### src/rtl/mcc_pkg.sv
package mcc_pkg;
  typedef struct packed {
    logic is_normal;
    logic is_reject;
    logic is_ctrl;
    logic pause;
    logic pass_host;
  } verdict_t;
endpackage

### src/rtl/mcc_field_hold.sv
module mcc_field_hold #(
  parameter int TYPE_W = 16,
  parameter int OP_W   = 16
) (
  input  logic              clk,
  input  logic              rst_n,
  input  logic              sof_i,
  input  logic              type_vld_i,
  input  logic [TYPE_W-1:0] type_i,
  input  logic              da_vld_i,
  input  logic              da_hit_i,
  input  logic              op_vld_i,
  input  logic [OP_W-1:0]   opcode_i,
  input  logic [OP_W-1:0]   operand_i,
  output logic              eff_type_seen_o,
  output logic [TYPE_W-1:0] eff_type_o,
  output logic              eff_da_hit_o,
  output logic              eff_op_seen_o,
  output logic [OP_W-1:0]   eff_opcode_o,
  output logic [OP_W-1:0]   eff_operand_o
);
  logic              type_seen_q, da_hit_q, op_seen_q;
  logic [TYPE_W-1:0] type_q;
  logic [OP_W-1:0]   opcode_q, operand_q;

  always_ff @(posedge clk) begin
    if (!rst_n) begin
      type_seen_q <= 1'b0;
      da_hit_q    <= 1'b0;
      op_seen_q   <= 1'b0;
      type_q      <= '0;
      opcode_q    <= '0;
      operand_q   <= '0;
    end else begin
      if (sof_i) begin
        type_seen_q <= 1'b0;
        da_hit_q    <= 1'b0;
        op_seen_q   <= 1'b0;
      end
      if (type_vld_i) begin
        type_seen_q <= 1'b1;
        type_q      <= type_i;
      end
      if (da_vld_i) da_hit_q <= da_hit_i;
      if (op_vld_i) begin
        op_seen_q <= 1'b1;
        opcode_q  <= opcode_i;
        operand_q <= operand_i;
      end
    end
  end

  // Same-cycle bypass: a strobe arriving with end of frame still counts
  always_comb begin
    eff_type_seen_o = type_vld_i | type_seen_q;
    eff_type_o      = type_vld_i ? type_i : type_q;
    eff_da_hit_o    = da_vld_i ? da_hit_i : da_hit_q;
    eff_op_seen_o   = op_vld_i | op_seen_q;
    eff_opcode_o    = op_vld_i ? opcode_i : opcode_q;
    eff_operand_o   = op_vld_i ? operand_i : operand_q;
  end
endmodule

### src/rtl/mcc_judge.sv
module mcc_judge
  import mcc_pkg::*;
#(
  parameter int              TYPE_W    = 16,
  parameter int              OP_W      = 16,
  parameter int              LEN_W     = 16,
  parameter logic [TYPE_W-1:0] CTRL_TYPE = 16'h8808,
  parameter logic [OP_W-1:0]   PAUSE_OP  = 16'h0001,
  parameter int              CTRL_LEN  = 64
) (
  input  logic              type_seen_i,
  input  logic [TYPE_W-1:0] type_i,
  input  logic              da_hit_i,
  input  logic              op_seen_i,
  input  logic [OP_W-1:0]   opcode_i,
  input  logic [LEN_W-1:0]  byte_cnt_i,
  input  logic              crc_ok_i,
  input  logic              fc_en_i,
  input  logic              pass_en_i,
  output verdict_t          verdict_o
);
  localparam logic [LEN_W-1:0] LEN_EXACT = LEN_W'(CTRL_LEN);

  logic ctrl_type, len_ok, op_ok, act_ok;

  always_comb begin
    ctrl_type = type_seen_i && (type_i == CTRL_TYPE);
    len_ok    = (byte_cnt_i == LEN_EXACT);
    op_ok     = op_seen_i && (opcode_i == PAUSE_OP);
    act_ok    = len_ok && crc_ok_i && op_ok;

    verdict_o.is_reject = !da_hit_i;
    verdict_o.is_normal = da_hit_i && !ctrl_type;
    verdict_o.is_ctrl   = da_hit_i && ctrl_type;
    verdict_o.pause     = verdict_o.is_ctrl && act_ok && fc_en_i;
    verdict_o.pass_host = verdict_o.is_normal || (verdict_o.is_ctrl && pass_en_i);
  end
endmodule

### src/rtl/mcc_result_reg.sv
module mcc_result_reg
  import mcc_pkg::*;
#(
  parameter int OP_W = 16
) (
  input  logic            clk,
  input  logic            rst_n,
  input  logic            eof_i,
  input  verdict_t        verdict_i,
  input  logic [OP_W-1:0] operand_i,
  output logic            res_vld_o,
  output verdict_t        verdict_o,
  output logic [OP_W-1:0] quanta_o
);
  always_ff @(posedge clk) begin
    if (!rst_n) begin
      res_vld_o <= 1'b0;
      verdict_o <= '0;
      quanta_o  <= '0;
    end else begin
      res_vld_o <= eof_i;
      verdict_o <= eof_i ? verdict_i : '0;
      quanta_o  <= (eof_i && verdict_i.pause) ? operand_i : '0;
    end
  end

  // exactly one class flag per verdict
  p_one_class_r2: assert property (@(posedge clk) disable iff (!rst_n)
    res_vld_o |-> $countones({verdict_o.is_normal, verdict_o.is_reject, verdict_o.is_ctrl}) == 1);
  // no flags outside the verdict pulse
  p_quiet_idle_r2: assert property (@(posedge clk) disable iff (!rst_n)
    !res_vld_o |-> (verdict_o == '0 && quanta_o == '0));
  // a reject is never forwarded nor paused
  p_reject_dropped_r4: assert property (@(posedge clk) disable iff (!rst_n)
    verdict_o.is_reject |-> (!verdict_o.pass_host && !verdict_o.pause));
  // pause only with a control verdict
  p_pause_is_ctrl_r6: assert property (@(posedge clk) disable iff (!rst_n)
    verdict_o.pause |-> (res_vld_o && verdict_o.is_ctrl));
endmodule

### src/rtl/mac_ctrl_classifier.sv
module mac_ctrl_classifier
  import mcc_pkg::*;
#(
  parameter int                TYPE_W    = 16,
  parameter int                OP_W      = 16,
  parameter int                LEN_W     = 16,
  parameter logic [TYPE_W-1:0] CTRL_TYPE = 16'h8808,
  parameter logic [OP_W-1:0]   PAUSE_OP  = 16'h0001,
  parameter int                CTRL_LEN  = 64
) (
  input  logic              clk,
  input  logic              rst_n,
  input  logic              sof_i,
  input  logic              type_vld_i,
  input  logic [TYPE_W-1:0] type_i,
  input  logic              da_vld_i,
  input  logic              da_hit_i,
  input  logic              op_vld_i,
  input  logic [OP_W-1:0]   opcode_i,
  input  logic [OP_W-1:0]   operand_i,
  input  logic              eof_i,
  input  logic [LEN_W-1:0]  byte_cnt_i,
  input  logic              crc_ok_i,
  input  logic              fc_en_i,
  input  logic              pass_en_i,
  output logic              res_vld_o,
  output logic              res_normal_o,
  output logic              res_reject_o,
  output logic              res_ctrl_o,
  output logic              pass_host_o,
  output logic              pause_req_o,
  output logic [OP_W-1:0]   pause_quanta_o
);
  logic              f_type_seen, f_da_hit, f_op_seen;
  logic [TYPE_W-1:0] f_type;
  logic [OP_W-1:0]   f_opcode, f_operand;
  verdict_t          comb_v, reg_v;

  mcc_field_hold #(.TYPE_W(TYPE_W), .OP_W(OP_W)) u_hold (
    .clk(clk), .rst_n(rst_n), .sof_i(sof_i),
    .type_vld_i(type_vld_i), .type_i(type_i),
    .da_vld_i(da_vld_i), .da_hit_i(da_hit_i),
    .op_vld_i(op_vld_i), .opcode_i(opcode_i), .operand_i(operand_i),
    .eff_type_seen_o(f_type_seen), .eff_type_o(f_type),
    .eff_da_hit_o(f_da_hit), .eff_op_seen_o(f_op_seen),
    .eff_opcode_o(f_opcode), .eff_operand_o(f_operand)
  );

  mcc_judge #(
    .TYPE_W(TYPE_W), .OP_W(OP_W), .LEN_W(LEN_W),
    .CTRL_TYPE(CTRL_TYPE), .PAUSE_OP(PAUSE_OP), .CTRL_LEN(CTRL_LEN)
  ) u_judge (
    .type_seen_i(f_type_seen), .type_i(f_type), .da_hit_i(f_da_hit),
    .op_seen_i(f_op_seen), .opcode_i(f_opcode),
    .byte_cnt_i(byte_cnt_i), .crc_ok_i(crc_ok_i),
    .fc_en_i(fc_en_i), .pass_en_i(pass_en_i),
    .verdict_o(comb_v)
  );

  mcc_result_reg #(.OP_W(OP_W)) u_res (
    .clk(clk), .rst_n(rst_n), .eof_i(eof_i),
    .verdict_i(comb_v), .operand_i(f_operand),
    .res_vld_o(res_vld_o), .verdict_o(reg_v), .quanta_o(pause_quanta_o)
  );

  assign res_normal_o = reg_v.is_normal;
  assign res_reject_o = reg_v.is_reject;
  assign res_ctrl_o   = reg_v.is_ctrl;
  assign pass_host_o  = reg_v.pass_host;
  assign pause_req_o  = reg_v.pause;

  // end of frame yields a verdict next cycle
  p_eof_result_r1: assert property (@(posedge clk) disable iff (!rst_n)
    eof_i |=> res_vld_o);
  // no verdict without an end of frame
  p_no_spurious_r1: assert property (@(posedge clk) disable iff (!rst_n)
    !eof_i |=> !res_vld_o);
  // flow control off mutes the pause request
  p_fc_off_mute_r10: assert property (@(posedge clk) disable iff (!rst_n)
    (eof_i && !fc_en_i) |=> !pause_req_o);
  // control frames follow the pass-through enable
  p_ctrl_pass_r9: assert property (@(posedge clk) disable iff (!rst_n)
    (res_vld_o && res_ctrl_o) |-> (pass_host_o == $past(pass_en_i)));
  // a wrong length never pauses
  p_len_gate_r7: assert property (@(posedge clk) disable iff (!rst_n)
    (eof_i && byte_cnt_i != LEN_W'(CTRL_LEN)) |=> !pause_req_o);
endmodule

### config.mk
export PLATFORM = sky130hd
export DESIGN_NAME = mac_ctrl_classifier
export DESIGN_NICKNAME = d
export VERILOG_FILES = /design/src/rtl/mcc_pkg.sv /design/src/rtl/mcc_field_hold.sv /design/src/rtl/mcc_judge.sv /design/src/rtl/mcc_result_reg.sv /design/src/rtl/mac_ctrl_classifier.sv
export SDC_FILE = /design/constraint.sdc
export NUM_CORES = 1
export LEC_CHECK = 0
export ABC_CLOCK_PERIOD_IN_PS = 3400
export BUFFER_PORTS_ARGS = -buffer_cell sky130_fd_sc_hd__buf_2
export CAP_MARGIN = 20
export CORE_MARGIN = 2
export CORE_UTILIZATION = 55
export CTS_BUF_LIST = sky130_fd_sc_hd__clkbuf_4 sky130_fd_sc_hd__clkbuf_8
export DETAILED_ROUTE_END_ITERATION = 6
export PLACE_DENSITY = 0.89
export SLEW_MARGIN = 10
export SYNTH_ARGS = -nofsm -noshare
export SYNTH_HDL_FRONTEND = slang
export SYNTH_SLANG_ARGS = --single-unit
### constraint.sdc
create_clock -name clk -period 3.4 [get_ports clk]
set_input_delay 0.68 -clock clk [delete_from_list [all_inputs] [get_ports clk]]
set_output_delay 0.68 -clock clk [all_outputs]
set_load 0.01 [all_outputs]
## Word level (Yosys, flattened, before mapping)

Cells that the tools add are included.

- Output and inout bits: 22
- Bits of input ports: 75
- Flip-flop bits (word level): 73

- Eq/ne operators: 3
- Reductions and logical operators: 18
- Bitwise logic cells: 2
- Muxes and demuxes: 8

Operator list:

| operator | number |
|---|---|
| 2-to-1 mux 16 bit | 3 |
| equality test 16 x 1 -> 1 bit (second input constant) | 1 |
| equality test 16 bit (second input constant) | 1 |
| equality test 16 x 7 -> 1 bit (second input constant) | 1 |
| logical AND 1 bit | 10 |
| nonzero test 2 bit | 3 |
| 2-to-1 mux 1 bit | 5 |
| AND reduction 2 bit | 2 |
| logical NOT 1 bit | 2 |
| OR 1 bit | 2 |
| logical OR 1 bit | 1 |

## Logic depth before layout (Yosys ltp)

Gate-level depths: netlist (run 1).

- Word-level depth: 8
- Gate-level depth with buffers: 8

## Hierarchy

Synthesis (run 1) repeated with hierarchy kept, for this count alone.

- Cells, all modules: 244
- Area total of the unflattened synthesis: 3015.4 sq um

Modules (own cells, without submodules):

| module | area each (sq um) | seq. area each (sq um) | times used | cells an instance |
|---|---|---|---|---|
| mcc_field_hold | 2180.8 | 1021.0 | 1 | 169 |
| mcc_result_reg | 658.1 | 440.4 | 1 | 49 |
| mcc_judge | 176.4 | 0.0 | 1 | 26 |

## Worst setup path before layout (run 1)

No wires, ideal clock.

- Kind: input -> register
- From: input opcode_i[8]
- To: register u_res.quanta_o[10]
- Data arrival time: 1.785 ns
- Path buffers: 1
- Data required time: 3.334 ns
- Stages on the path: 5
- Slack: 1.549 ns
- Library setup time: 0.066 ns
- Path through: or4_1 nor2_4 buf_4 nand3_1 a21oi_2

- Cells in the longest elaborated chain, start to end: 8

RTL lines:

| what | line | RTL |
|---|---|---|
| from (decl) | mac_ctrl_classifier.sv:19 | `input logic [OP_W-1:0] opcode_i,` |
| 2-to-1 mux 16 bit | mcc_field_hold.sv:59 | `eff_opcode_o = op_vld_i ? opcode_i : opcode_q;` |
| equality test 16 x 1 -> 1 bit | mcc_judge.sv:29 | `op_ok = op_seen_i && (opcode_i == PAUSE_OP);` |
| logical AND 1 bit | mcc_judge.sv:29 |  |
| logical AND 1 bit | mcc_judge.sv:30 | `act_ok = len_ok && crc_ok_i && op_ok;` |
| logical AND 1 bit (2 in series) | mcc_judge.sv:35 | `verdict_o.pause = verdict_o.is_ctrl && act_ok && fc_en_i;` |
| logical AND 1 bit | mcc_result_reg.sv:23 | `quanta_o <= (eof_i && verdict_i.pause) ? operand_i : '0;` |
| AND reduction 2 bit (no line) | - |  |
| to (signal assigned) | mcc_result_reg.sv:23 |  |
| to (decl) | mcc_result_reg.sv:13 | `output logic [OP_W-1:0] quanta_o` |

Every way passes these cells.
A chain may end at the register's enable or synchronous reset.

## Worst setup path after layout (run 1)

- From: input type_vld_i
- To: register u_res.quanta_o[3]

- Cells in the longest elaborated chain, start to end: 8

RTL lines:

| what | line | RTL |
|---|---|---|
| from (decl) | mac_ctrl_classifier.sv:14 | `input logic type_vld_i,` |
| 2-to-1 mux 16 bit | mcc_field_hold.sv:56 | `eff_type_o = type_vld_i ? type_i : type_q;` |
| equality test 16 bit | mcc_judge.sv:27 | `ctrl_type = type_seen_i && (type_i == CTRL_TYPE);` |
| logical AND 1 bit (*) | mcc_judge.sv:27 |  |
| logical AND 1 bit (*) | mcc_judge.sv:34 | `verdict_o.is_ctrl = da_hit_i && ctrl_type;` |
| logical AND 1 bit (*) (2 in series) | mcc_judge.sv:35 |  |
| logical AND 1 bit (*) | mcc_result_reg.sv:23 |  |
| AND reduction 2 bit (no line) (*) | - |  |

Mark *: on every way between the ends. The rest lies on a longest branch, timed or not.

==> results by group, run 1 <==
Clock network
  • Post-cts sizing count: 0
  • Clk buf depth: 2
  • CTS H-Tree Depth: 3
  • CTS Hold Bufs: 0
  • CTS root buffer: clkbuf_8
  • TritonCTS Buffers: 9
  • Clock-pin transition on the worst setup and hold timing paths: 0.08 ns
  • Buffers inserted by post-CTS timing repair: 0
  • CTS tree: built
  • CTS sink cnt: 73
  • Skew-Pair Late Insertion Delay: 0.35 ns

Routing
  • Drc violations: 0
  • Via count: 2,484
  • Iteration-0 DRC Markers: 133
  • Via density: 5.319
  • Routed Wire Length: 6996 um
  • Post-route ant nets: 0
  • DRT Pass-1 Iters: 4
  • Routed len/inst: 14.98 um

Global route
  • Initial antenna violation count: 0
  • Gr ovfl total: 0
  • GRT Util Overall: 23.47%
  • Number of global-route vias before repair: 2,566
  • First-pass GRT wire length: 11,300 um
  • Largest net degree at the start of global routing: 52

Logic synthesis
  • Warnings from Yosys: 0
  • Synth Register Bits: 73
  • Syn nets: 374
  • Register area share after synthesis: 47.13%
  • Syn Inst Count: 299
  • EDFF count, synth: 0
  • Async set-reset flop share out of synthesis: 0%
  • Most numerous cell in the Yosys netlist: dfxtp_1
  • Most instantiated cells after synthesis: dfxtp_1 (73), nor2b_1 (52), mux2i_1 (48)
  • Syn Area/Cell: 10.37 um2
  • Area contributors post-synth: dfxtp_1 (47%), mux2i_1 (15%), nor2b_1 (10%)
  • Synth top area share: 47.13%
  • Post-synth top area cell: dfxtp_1
  • Cell Area, Synth: 0.003100 mm2
  • Synth Flop Type: dfxtp_1
  • Synth cell types: 35

Cells and area
  • N_diodes: 0
  • Fin cells: 467
  • Nets: 465
  • Fill count: 441
  • Area grow syn2layout: 23.81%
  • Layout cells sized above 1: 33.92%

Worst hold path
  • WHS Path Cells: 2
  • Worst min path class: reg -> reg
  • Hold Crit Endpoint: u_res.quanta_o[1]
  • Hold Crit Start: u_hold.operand_q[1]

Critical path
  • Critical path class: in -> reg
  • Worst setup EP type: flip-flop
  • CP Depth: 6
  • Worst reg2reg path depth: 5
  • Critical Path Start Type: input port
  • Worst path cell trace: buf_2 > mux2i_1 > a21oi_1 > a21oi_2 > nand4_4 > a21oi_1
  • Crit-path most repeated cell: a21oi_1
  • Reg2Reg Capture Point: u_res.quanta_o[3]
  • Worst path required time: 3.67 ns
  • RR Startpoint: u_hold.type_q[13]
  • WP data arrival: 2.39 ns
  • Maximum fanout along the worst path: 24
  • CP bufs+invs: 1
  • CP peak stage delay: 0.46 ns
  • Crit path max-delay family: compound AO/OA/AOI/OAI gates
  • FF-to-FF setup slack: 1.62 ns
  • Slowest stage cell, crit path: buf_2

Run status
  • Status: completed

STA
  • Max Clock Skew: 0.01069 ns
  • Clock period minus final worst setup slack: 2.119 ns
  • Least-Margin Pin Slew: 0.5774 ns
  • Final hold slack: 0.4843 ns
  • TNS Setup: 0 ns
  • Fmax: 472.0 MHz
  • Period utilization: 62.31%
  • RSZ-0062 raised after global routing: false
  • Relative slew slack: 61.50%
  • Final hold violations: 0
  • Setup violations, final: 0
  • Final WS setup: 1.281 ns
  • Final Max Tran Viols: 0

Power and ir drop
  • IR drop worst, VDD: 0.3106 mV
  • Power Density: 506.6 mW/mm2
  • Leak: 1.656 nW

Placed design
  • Post-Place Cells: 451
  • Port Buffer Count: 96
  • Dpl ws: 0.8960 ns
  • GP Congestion: 0.8002
  • Hpwl dp: 4842 um

Floorplan
  • Die W: 79.08 um
  • Core area: 0.005473 mm2
  • Site row count: 27
  • Die area: 0.006254 mm2
  • Die H: 79.08 um
  • Ports: 97
  • Initial core utilization: 56.65%

Flow run
  • Max-cap viol count: 0
registers in the layout (all words and copies together), names as in the netlist:
name	flops
u_hold.opcode_q	16
u_hold.operand_q	16
u_hold.type_q	16
u_res.quanta_o	16
u_res.verdict_o	5
u_hold.da_hit_q	1
u_hold.op_seen_q	1
u_hold.type_seen_q	1
u_res.res_vld_o	1
metal layers:
| layer | part of all wire (%) | vias to the layer above | global-route usage [%] |
|---|---|---|---|
| li1 | - | 1230 | - |
| met1 | 41 | 1154 | 26.24 |
| met2 | 51 | 81 | 40.59 |
| met3 | 4.8 | 19 | 6.818 |
| met4 | 2.7 | 0 | 11.72 |
| met5 | 0 | - | 0 |
worst reg2reg max path: cells and delay by family (launching register included):
kind,cells,cell delay (ns)
simple gates,3,0.87
compound gates,2,0.54
flops,1,0.31
how the worst max path moves through the flow:
| stage | startpoint | to |
|---|---|---|
| global placement | op_vld_i | u_res.quanta_o[5] |
| global route | type_vld_i | u_res.quanta_o[6] |
| CTS | type_vld_i | u_res.quanta_o[3] |
| floorplan | opcode_i[8] | u_res.quanta_o[10] |
| detailed placement | type_vld_i | u_res.quanta_o[3] |
| finish | type_vld_i | u_res.quanta_o[3] |
cell usage in the layout, fill, tap and decap left out, types with 3 or more instances in the layout:
cell / count
bufinv_16: 3
dfxtp_1: 73
nand2_1: 6
clkbuf_8: 10
nor2_1: 9
a21oi_2: 10
nand3b_1: 17
nor4b_1: 6
nor3_1: 4
nor4_1: 3
a21oi_1: 10
nand3_1: 18
buf_2: 96
mux2i_1: 48
buf_4: 3
nor2b_1: 52
through the flow:
step / power [mW] / instance area (um2) / util, %
finish: 1.945 / 3839 / 70.14
global route: 2.018 / 3839 / 70.14
CTS: 1.956 / 3839 / 70.14
detailed placement: 1.124 / 3586 / 65.52
global placement: 1.114 / 3586 / 65.52
floorplan: 1.049 / 3100 / -
final cells by class:
class / count / area [um2] / area share, %
inverters: 2 / 7.507 / 0.1956
well taps: 72 / 90.09 / 2.347
repair buffers: 99 / 503.0 / 13.10
flip-flops and latches: 73 / 1461 / 38.07
clock buffers: 10 / 137.6 / 3.585
clock inverters: 6 / 115.1 / 2.999
multi-input cells: 205 / 1524 / 39.70
logic make-up after synthesis:
group                  Yosys count  share of synthesized area (%)
flip-flops                      73                          47.13
AND/OR/NAND/NOR                129                          27.00
AO/OA/AOI/OAI                   27                          6.295
multiplexers                    49                          15.86
buffers and inverters           21                          3.712
power breakdown:
part	internal [mW]	switching, mW	leakage [nW]
clock network	0.510	0.329	0.123
logic	0.0968	0.0973	0.934
registers	0.892	0.0197	0.599
Power figures use the tool's default switching activity.
==> inputs of run 2 (changes only) <==
--- a/config.mk
+++ b/config.mk
@@ -5,14 +5,15 @@
 export SDC_FILE = /design/constraint.sdc
 export NUM_CORES = 1
 export LEC_CHECK = 0
-export ABC_CLOCK_PERIOD_IN_PS = 3400
+export ABC_AREA = 1
+export ABC_CLOCK_PERIOD_IN_PS = 2200
 export BUFFER_PORTS_ARGS = -buffer_cell sky130_fd_sc_hd__buf_2
 export CAP_MARGIN = 20
 export CORE_MARGIN = 2
-export CORE_UTILIZATION = 55
+export CORE_UTILIZATION = 52
 export CTS_BUF_LIST = sky130_fd_sc_hd__clkbuf_4 sky130_fd_sc_hd__clkbuf_8
 export DETAILED_ROUTE_END_ITERATION = 6
-export PLACE_DENSITY = 0.89
+export PLACE_DENSITY = 0.86
 export SLEW_MARGIN = 10
 export SYNTH_ARGS = -nofsm -noshare
 export SYNTH_HDL_FRONTEND = slang
==> constraint.sdc (replaced) <==
create_clock -name clk -period 2.2 [get_ports clk]
set_input_delay 0.44 -clock clk [delete_from_list [all_inputs] [get_ports clk]]
set_output_delay 0.44 -clock clk [all_outputs]
set_load 0.01 [all_outputs]
==> run 2 against run 1 <==
Net effect:
- non-clock buffer count stayed put
- synthesized cell count grew 15%
- first-iteration DRC count decreased by 9.8%
- power is 43% higher
- sequential share of layout area rose by 3.3 points
- worst setup slack got worse by 0.82 ns
- global-route usage is 3.8 points lower
- count of clock-buffer cells in the layout stayed put
- via count decreased by 5.0%
- combinational power rose by 39%
==> results by group, run 2 <==
Run status
  • Status: completed

Routing
  • Via density: 4.607 (-13%)
  • Drc violations: 0 (unchanged)
  • Iteration-0 DRC Markers: 120 (-9.8%)
  • DR top layer: met4
  • Routed Wire Length: 5737 um (-18%)
  • DR WL met3: 401 um (+19%)
  • Routed len/inst: 11.21 um (-25%)
  • Met2 routed WL: 2753 um (-23%)
  • Via count: 2,359 (-5.0%)
  • Post-route ant nets: 0 (unchanged)
  • WL met1: 2493 um (-14%)
  • DRT Pass-1 Iters: 4 (unchanged)

Cells and area
  • Most common cell after layout, fill and taps aside: buf_2
  • Commonest non-fill, non-tap cells in the layout: buf_2 (96), nand2_1 (87), dfxtp_1 (73)
  • Layout cells sized above 1: 31.90% (-2.0 points)
  • Fin cells: 512 (+9.6%)
  • Area grow syn2layout: 23.82% (about the same)
  • Fin area: 0.003532 mm2 (-8.0%)
  • Nets: 513 (+10%)
  • N_diodes: 0 (unchanged)

Global route
  • Gr ovfl total: 0 (unchanged)
  • GRT Util Overall: 19.71% (-3.8 points)
  • Number of global-route vias before repair: 2,198 (-14%)
  • Initial antenna violation count: 0 (unchanged)
  • First-pass GRT wire length: 9377 um (-17%)
  • Largest net degree at the start of global routing: 23 (-56%)

Power and ir drop
  • Cell Int Power: 2.141 mW (+43%)
  • Reg power frac: 50.3% (+3.4 points)
  • Switching Share: 22.91% (about the same)
  • Combinational share of power: 9.7% (-0.3 points)
  • Clock power frac: 40.0% (-3.1 points)
  • IR drop worst, VDD: 0.4413 mV (+42%)
  • P_sw: 0.6363 mW (+43%)
  • Leak: 1.808 nW (+9.2%)
  • Power Density: 786.3 mW/mm2 (+55%)

Worst hold path
  • Hold Crit Start: sof_i
  • Hold Crit Endpoint: u_hold.op_seen_q
  • WHS Path Cells: 2 (unchanged)
  • Worst min path class: in -> reg

Clock network
  • CTS H-Tree Depth: 3 (unchanged)
  • Clock-pin transition on the worst setup and hold timing paths: 0.07 ns (about the same)
  • Clk buf depth: 2 (unchanged)
  • Skew-Pair Late Insertion Delay: 0.33 ns (-0.02 ns)
  • Buffers inserted by post-CTS timing repair: 0 (unchanged)
  • CTS sink cnt: 73 (unchanged)
  • Post-cts sizing count: 0 (unchanged)
  • CTS Hold Bufs: 0 (unchanged)
  • TritonCTS Buffers: 9 (unchanged)
  • CTS root buffer: clkbuf_8
  • CTS tree: built

STA
  • Relative slew slack: 70.18% (+8.7 points)
  • Max Clock Skew: 0.006139 ns (-0.004553 ns)
  • TNS Setup: 0 ns (unchanged)
  • Final Max Tran Viols: 0 (unchanged)
  • RSZ-0062 raised after global routing: false
  • Period utilization: 79.07%
  • Setup violations, final: 0 (unchanged)
  • Final hold violations: 0 (unchanged)
  • Fmax: 574.9 MHz
  • Clock period minus final worst setup slack: 1.740 ns
  • Least-Margin Pin Slew: 0.4446 ns (-0.1329 ns)

Flow run
  • Max-cap viol count: 0 (unchanged)

Logic synthesis
  • Area contributors post-synth: dfxtp_1 (51%), nand2_1 (11%), nor2_1 (6.8%)
  • Post-synth top area cell: dfxtp_1
  • Synth cell types: 25 (-29%)
  • Async set-reset flop share out of synthesis: 0% (unchanged)
  • Register area share after synthesis: 51.23% (+4.1 points)
  • Warnings from Yosys: 0 (unchanged)
  • Synth Flop Type: dfxtp_1
  • Syn Inst Count: 343 (+15%)
  • Synth top area share: 51.23% (+4.1 points)
  • Syn Area/Cell: 8.317 um2 (-20%)
  • Cell Area, Synth: 0.002853 mm2 (-8.0%)
  • Most instantiated cells after synthesis: nand2_1 (87), dfxtp_1 (73), nor2_1 (52)
  • Synth Register Bits: 73 (unchanged)
  • EDFF count, synth: 0 (unchanged)
  • Most numerous cell in the Yosys netlist: nand2_1
  • Syn nets: 418 (+12%)

Floorplan
  • Die area: 0.006094 mm2 (-2.6%)
  • Site row count: 26 (-3.7%)
  • Ports: 97 (unchanged)
  • Initial core utilization: 54.81% (-1.8 points)
  • Core area: 0.005205 mm2 (-4.9%)
  • Die H: 78.07 um (-1.3%)
  • Die W: 78.07 um (-1.3%)

Critical path
  • Maximum fanout along the worst path: 21 (-13%)
  • Worst path required time: 2.45 ns (-1.22 ns)
  • Critical path class: in -> reg
  • WP data arrival: 1.99 ns (-0.40 ns)
  • Worst reg2reg path depth: 8 (+3)
  • Critical Path Start Type: input port
  • Worst setup EP type: flip-flop
  • Reg2Reg Capture Point: u_res.quanta_o[6]
  • RR Startpoint: u_hold.type_q[11]
  • FF-to-FF setup slack: 0.78 ns (-0.84 ns)

Placed design
  • Post-Place Cells: 497 (+10%)
  • Dpl cell area: 0.003319 mm2 (-7.4%)
  • GP Congestion: 0.7756 (-3.1%)
  • Hpwl dp: 4147 um (-14%)
  • Port Buffer Count: 96 (unchanged)
-- run 2: changes by cell type in the layout (fill, tap and decap cells not counted), sizes merged, moves of 3 or more --
cell,delta
nand2,+89
nor2,+46
o21ai,+8
nand3b,-17
nor4,-3
or4,-4
nor3,+12
mux2i,-32
nor4b,-7
nor2b,-52
inv,+24
nand3,-12
a21oi,+5
-- run 2: kinds of logic (layout without fill, tap and decap cells) --
kind of cell,Yosys count,count (layout),synth area share [%]
DFF,73,73,51.23
buffers and inverters,42,141,8.070
and+or+nand+nor,177,177,28.77
muxes,16,16,5.614
AOI/OAI and AO/OA,35,35,6.316
-- run 2: worst max-delay path, cell delays in order --
cell and delay [ns]:
buf_2 0.30, inv_2 0.19, nand2_1 0.11, nand2_1 0.05, nor2_1 0.12, nand3_1 0.10, nor2_2 0.19, nand3_4 0.27
nor3_1 0.22
-- run 2: routing by layer --
| layer | vias up | track usage [%] |
|---|---|---|
| met1 | 1017 | 22.17 |
| met4 | 0 | 9.298 |
| met2 | 72 | 33.36 |
| met5 | - | 0 |
| met3 | 8 | 7.011 |
| li1 | 1262 | - |
-- run 2: cell type report --
cell class / instances / area (um2)
well taps: 70 / 87.58
inverters: 27 / 106.4
fillers: 433 / 1673
repair buffers: 99 / 503.0
flip-flops and latches: 73 / 1461
clock buffers: 10 / 131.4
multi-input cells: 228 / 1161
clock inverters: 5 / 81.33
-- run 2: stage by stage --
step	setup slack (ns)	power [mW]	hold WS (ns)	utilization [%]
2_1_floorplan	0.6132	1.605	0.4438	-
3_3_place_gp	0.1891	1.689	0.4541	63.77
3_5_place_dp	0.1136	1.698	0.4611	63.77
4_1_cts	0.4660	2.804	0.3115	67.86
5_1_grt	0.2225	2.898	0.3109	67.86
6_report	0.4605	2.777	0.3298	67.86
-- run 2: worst max path at each step --
stage               depth (start not counted)                 end  startpoint  slack (ns)
global placement                            9   u_res.quanta_o[4]  type_vld_i        0.19
detailed placement                          9   u_res.quanta_o[6]  type_vld_i        0.11
floorplan                                  10  u_res.quanta_o[10]    op_vld_i        0.61
global route                                9   u_res.quanta_o[2]  type_vld_i        0.22
finish                                      9   u_res.quanta_o[6]  type_vld_i        0.46
CTS                                         9   u_res.quanta_o[6]  type_vld_i        0.47
-- run 2: power groups by stage --
stage / clock network [mW] / logic, mW / registers [mW]
final: 1.11 / 0.270 / 1.40
after detailed placement: 0 / 0.272 / 1.43
after floorplan: 0 / 0.181 / 1.42
after global placement: 0 / 0.264 / 1.42
after CTS: 1.14 / 0.273 / 1.40
after global routing: 1.19 / 0.307 / 1.40
